[src/rtl/shber_pkg.sv]
package shber_pkg;

   typedef enum logic {
      EVT_WRAP     = 1'b0,
      EVT_SATURATE = 1'b1
   } evt_mode_e;

   // bits needed to hold values 0..maxval
   function automatic int unsigned bits_for(input int unsigned maxval);
      return (maxval < 2) ? 1 : $clog2(maxval + 1);
   endfunction

endpackage

[src/rtl/shber_win_timer.sv]
module shber_win_timer import shber_pkg::*; #(
   parameter int unsigned WIN_CYCLES = 20000
) (
   input  logic clk,
   input  logic rst_n,
   input  logic run,
   output logic win_end
);
   localparam int unsigned TW = bits_for(WIN_CYCLES - 1);
   localparam logic [TW-1:0] LAST = TW'(WIN_CYCLES - 1);

   logic [TW-1:0] pos;

   assign win_end = run && (pos == LAST);

   always_ff @(posedge clk) begin
      if (!rst_n)                pos <= '0;
      else if (!run || win_end)  pos <= '0;
      else                       pos <= pos + 1'b1;
   end
endmodule

[src/rtl/shber_win_judge.sv]
module shber_win_judge import shber_pkg::*; #(
   parameter int unsigned BAD_LIMIT = 16
) (
   input  logic clk,
   input  logic rst_n,
   input  logic run,
   input  logic bad_hit,
   input  logic win_end,
   output logic flag
);
   localparam int unsigned CAP = BAD_LIMIT + 1;
   localparam int unsigned BW  = bits_for(CAP);

   logic [BW-1:0] tally, tally_nxt;
   logic          over;

   // count stops once past the limit; the verdict is already known
   assign tally_nxt = (bad_hit && tally != BW'(CAP)) ? tally + 1'b1 : tally;
   assign over      = tally_nxt > BW'(BAD_LIMIT);

   always_ff @(posedge clk) begin
      if (!rst_n) begin
         tally <= '0;
         flag  <= 1'b0;
      end else if (!run) begin
         tally <= '0;
         flag  <= 1'b0;
      end else if (win_end) begin
         tally <= '0;
         flag  <= over;
      end else begin
         tally <= tally_nxt;
      end
   end
endmodule

[src/rtl/shber_evt_counter.sv]
module shber_evt_counter import shber_pkg::*; #(
   parameter int unsigned W    = 16,
   parameter evt_mode_e   MODE = EVT_SATURATE
) (
   input  logic         clk,
   input  logic         rst_n,
   input  logic         clr,
   input  logic         hit,
   output logic [W-1:0] count
);
   logic bump;

   generate
      if (W < 1) begin : g_bad_width
         $error("shber_evt_counter: W must be at least 1");
      end
      if (MODE == EVT_SATURATE) begin : g_sat
         assign bump = hit && (count != {W{1'b1}});
      end else begin : g_wrap
         assign bump = hit;
      end
   endgenerate

   always_ff @(posedge clk) begin
      if (!rst_n)     count <= '0;
      else if (clr)   count <= '0;
      else if (bump)  count <= count + 1'b1;
   end
endmodule

[src/rtl/hdr_err_supervisor.sv]
module hdr_err_supervisor import shber_pkg::*; #(
   parameter int unsigned WIN_CYCLES = 20000,
   parameter int unsigned BAD_LIMIT  = 16,
   parameter int unsigned CNT_W      = 16,
   parameter evt_mode_e   EVT_MODE   = EVT_SATURATE
) (
   input  logic             clk,
   input  logic             rst_n,
   input  logic             blk_lock,
   input  logic             hdr_vld,
   input  logic             hdr_bad,
   input  logic             rxe_enter,
   input  logic             stat_clr,
   output logic             hi_ber,
   output logic [CNT_W-1:0] bad_evt_cnt,
   output logic [CNT_W-1:0] rxe_evt_cnt
);
   generate
      if (WIN_CYCLES < 2) begin : g_chk_win
         $error("hdr_err_supervisor: WIN_CYCLES must be at least 2");
      end
      if (BAD_LIMIT < 1) begin : g_chk_lim
         $error("hdr_err_supervisor: BAD_LIMIT must be at least 1");
      end
      if (CNT_W < 2) begin : g_chk_cw
         $error("hdr_err_supervisor: CNT_W must be at least 2");
      end
   endgenerate

   logic bad_hit;
   logic win_end;
   logic flag_q;

   assign bad_hit = blk_lock && hdr_vld && hdr_bad;

   shber_win_timer #(.WIN_CYCLES(WIN_CYCLES)) u_timer (
      .clk     (clk),
      .rst_n   (rst_n),
      .run     (blk_lock),
      .win_end (win_end)
   );

   shber_win_judge #(.BAD_LIMIT(BAD_LIMIT)) u_judge (
      .clk     (clk),
      .rst_n   (rst_n),
      .run     (blk_lock),
      .bad_hit (bad_hit),
      .win_end (win_end),
      .flag    (flag_q)
   );

   // losing lock silences the flag in the same cycle
   assign hi_ber = flag_q && blk_lock;

   shber_evt_counter #(.W(CNT_W), .MODE(EVT_MODE)) u_bad_evt (
      .clk   (clk),
      .rst_n (rst_n),
      .clr   (stat_clr),
      .hit   (bad_hit),
      .count (bad_evt_cnt)
   );

   shber_evt_counter #(.W(CNT_W), .MODE(EVT_MODE)) u_rxe_evt (
      .clk   (clk),
      .rst_n (rst_n),
      .clr   (stat_clr),
      .hit   (rxe_enter),
      .count (rxe_evt_cnt)
   );
endmodule

[config.mk]
export PLATFORM = sky130hd
export DESIGN_NAME = hdr_err_supervisor
export DESIGN_NICKNAME = d
export VERILOG_FILES = /design/src/rtl/shber_pkg.sv /design/src/rtl/shber_win_timer.sv /design/src/rtl/shber_win_judge.sv /design/src/rtl/shber_evt_counter.sv /design/src/rtl/hdr_err_supervisor.sv
export SDC_FILE = /design/constraint.sdc
export NUM_CORES = 1
export LEC_CHECK = 0
export ABC_CLOCK_PERIOD_IN_PS = 2200
export CAP_MARGIN = 30
export CELL_PAD_IN_SITES_DETAIL_PLACEMENT = 0
export CELL_PAD_IN_SITES_GLOBAL_PLACEMENT = 1
export CORE_AREA = 5 5 89 91
export DETAILED_ROUTE_END_ITERATION = 16
export DIE_AREA = 0 0 94 96
export DONT_BUFFER_PORTS = 1
export GPL_ROUTABILITY_DRIVEN = 0
export HOLD_SLACK_MARGIN = 0.02
export PLACE_DENSITY_LB_ADDON = 0.1
export SETUP_SLACK_MARGIN = 0.2
export SLEW_MARGIN = 25
export SYNTH_ARGS = -nofsm -noshare
export SYNTH_HDL_FRONTEND = slang
export SYNTH_HIERARCHICAL = 1
export SYNTH_SLANG_ARGS = --single-unit
[constraint.sdc]
create_clock -name clk -period 2.2 [get_ports clk]
set_input_delay 0.22 -clock clk [delete_from_list [all_inputs] [get_ports clk]]
set_output_delay 0.22 -clock clk [all_outputs]
set_load 0.01 [all_outputs]
==> flow_metrics.tcl <==
set metrics [dict create \
    status "complete, no violations" \
    via_per_inst 5.50 \
    cts_max_path_buffers 2 \
    rsz0062_at_grt "false" \
    peakVddDrop_v 0.000250 \
    grt_use_met1 0.176 \
    antennaDiodeCount 0 \
    maxCapViolations 0 \
    postLayoutCoreUtil 0.424 \
    hold_path_class "primary input to flip-flop" \
    slowest_delay_ps 390 \
    synth_flop_cell "dfxtp_1" \
    synth_top_cell_by_area "dfxtp_1" \
    cts.reportedPaths.clkPinSlew_ps 100 \
    worstSetupPathType "flip-flop to flip-flop" \
    grt_pass1_vias 2119 \
    tritoncts "built" \
    async_flop_share 0 \
    io_buffers 0 \
    antenna_found_initial 0 \
    cts_hold_buf 0 \
    grt_busiest_layer "met2" \
    p_clk_frac 0.437 \
    grt_pass1_wl_um 10200 \
    worstPathArrival_ps 2000 \
    worstSkewPairLatency_ps 310 \
    ioPinCount 40 \
    die_x_um 94 \
    drtIter0Drc 67 \
    max_slew.worst_pin.slew_ps 534 \
    path_cells "ha_1, nand3_1, nor4_2, and2_2, nand3b_1, a211oi_1" \
    synth_cells 293 \
    dpl_cell_area_um2 2860 \
    fp.dieH_um 96 \
    cts_setup_buffers 0 \
    synthTopCellsByArea "dfxtp_1 (39%), nor2_1 (5.8%), xnor2_1 (5.4%)" \
    p_total_uw 1800 \
    synth_seq_area_share 0.388 \
    slew_headroom 0.642 \
    first_pass_iters 4 \
    synth_edf_count 0 \
    switching_share 0.204 \
    hold_ws_ps 56.9 \
    syn_area_um2 2740 \
    initial_core_util 0.388 \
    area_delta_synth_final_pct 9.42 \
    die_area_um2 9020 \
    core-area_um2 7060 \
    critPathLaunch "u_timer/pos[0]" \
    p_comb_frac 0.024 \
    grt_overflow 0 \
    gr-usage-met2 0.231 \
    drive_above_1_share 0.103 \
    crit_fanout 7 \
    cts_sinks 53 \
    synth.avg_cell_area_um2 9.34 \
    cp-end-kind "flip-flop" \
    grt_use_total 0.140 \
    layout.cells.most_common "dfxtp_1" \
    fill_cells 739 \
    cts_resized 0 \
    fin_tns_setup_ps 0 \
    cp.required_ps 2400 \
    leakagePower_uw 0.000997 \
    synth_top_area_share 0.388 \
    intPower_uw 1430 \
    final_cell_mix "dfxtp_1 (53), nor2_1 (42), xnor2_1 (17)" \
    fin_crit_ps 1800 \
    grt_max_degree 17 \
    cts-root-buf "clkbuf_8" \
    seqPwrFrac 0.539 \
    hold_violations 0 \
    finalMaxSlewViolations 0 \
    fin_nets 312 \
    rows 31 \
    htreeDepth 2 \
    start_kind "flip-flop" \
    ys_warn_count 6 \
    synth_nets 305 \
    vias 2201 \
    postLayoutCellArea_um2 2990 \
    wl_per_cell_um 15.1 \
    finalCritPeriodShare 0.817 \
    cpMaxStageDelayCell "nor4_2" \
    ant_nets 0 \
    hold_start "blk_lock" \
    synth_seq_cells 53 \
    r2r_start "u_timer/pos[0]" \
    skew_ps 13.0 \
    dp_hpwl_um 4350 \
    wl_um 6030 \
    power.density_nw_per_um2 600 \
    fmax_mhz 556 \
    finalSetupViolCount 0 \
    drc 0 \
    met3_usage 0.0399 \
    synth_cell_types 51 \
    numCtsBuffers 5 \
    switching_power_uw 366 \
]
## critical path, delay by kind of cell, from the launching register on
kind	cells	cell delay [ps]
AOI/OAI and AO/OA	1	70
adders and majority gates	1	190
DFF	1	380
and+or+nand+nor	4	1060
## final timing paths
kind | end | slack, ps | depth (start not counted)
worst max-delay path | u_judge/tally[1] | 400 | 6
worst min-delay path | u_judge/flag | 60 | 2
worst max register to register | u_judge/tally[1] | 400 | 6
worst min register to register | u_timer/pos[0] | 470 | 1
## layer usage
metal / up-vias / part of all wire
met5: - / 0
met4: 0 / 0.015
met3: 8 / 0.055
met2: 42 / 0.46
met1: 1043 / 0.47
li1: 1108 / -
## registers in the layout, summed over array words and instances (netlist names)
signal	cells
u_timer/pos	15
u_bad_evt/count	16
u_rxe_evt/count	16
u_judge/tally	5
u_judge/flag	1
## synthesized netlist by cell type, types with 3 or more instances
cell type	instances
or4_1	4
and2_1	8
xnor2_1	17
inv_1	10
nor2b_1	4
ha_1	5
nor4_1	10
o311ai_0	4
o21ai_0	8
nor2_1	42
nand3_1	14
nor3_1	5
and4_2	4
nand4_4	4
a21oi_1	8
nand4_1	10
and3_1	3
o31ai_1	4
dfxtp_1	53
nand2b_1	4
nand2_1	14
xor2_1	7
or3_1	4
o41ai_1	4
## per-stage QoR
step,worst slack (ps),cells
after floorplan,586,293
after global placement,359,392
after detailed placement,355,392
after CTS,358,400
after global routing,230,400
final,402,400
## power groups by stage
stage / logic [uW] / clock network [uW] / registers [uW]
finish: 43.5 / 785 / 969
global route: 49.6 / 847 / 971
CTS: 44.5 / 810 / 969
detailed placement: 44.3 / 0 / 992
global placement: 43.9 / 0 / 991
floorplan: 37.5 / 0 / 990
## cell type report
cell class                 count  area (um^2)  share of cell area
clock buffer                   5         68.8              0.0230
clock inverter                 3         65.1              0.0217
inverter                      10         37.5              0.0125
multi-input combinational    227         1620               0.539
sequential                    53         1060               0.354
tap                           99          124              0.0414
timing repair buffer           3         22.5             0.00752
## kinds of logic (layout without fill, tap and decap cells)
logic type,count (synthesis),after routing,synth area share
compound gates,49,49,0.150
xor+xnor,24,24,0.0768
fa+ha+maj,5,5,0.0229
buf+inv,13,21,0.0219
flops,53,53,0.388
mux,2,2,0.00732
simple gates,147,147,0.333
Note: power is estimated with default switching activity, not from simulation.
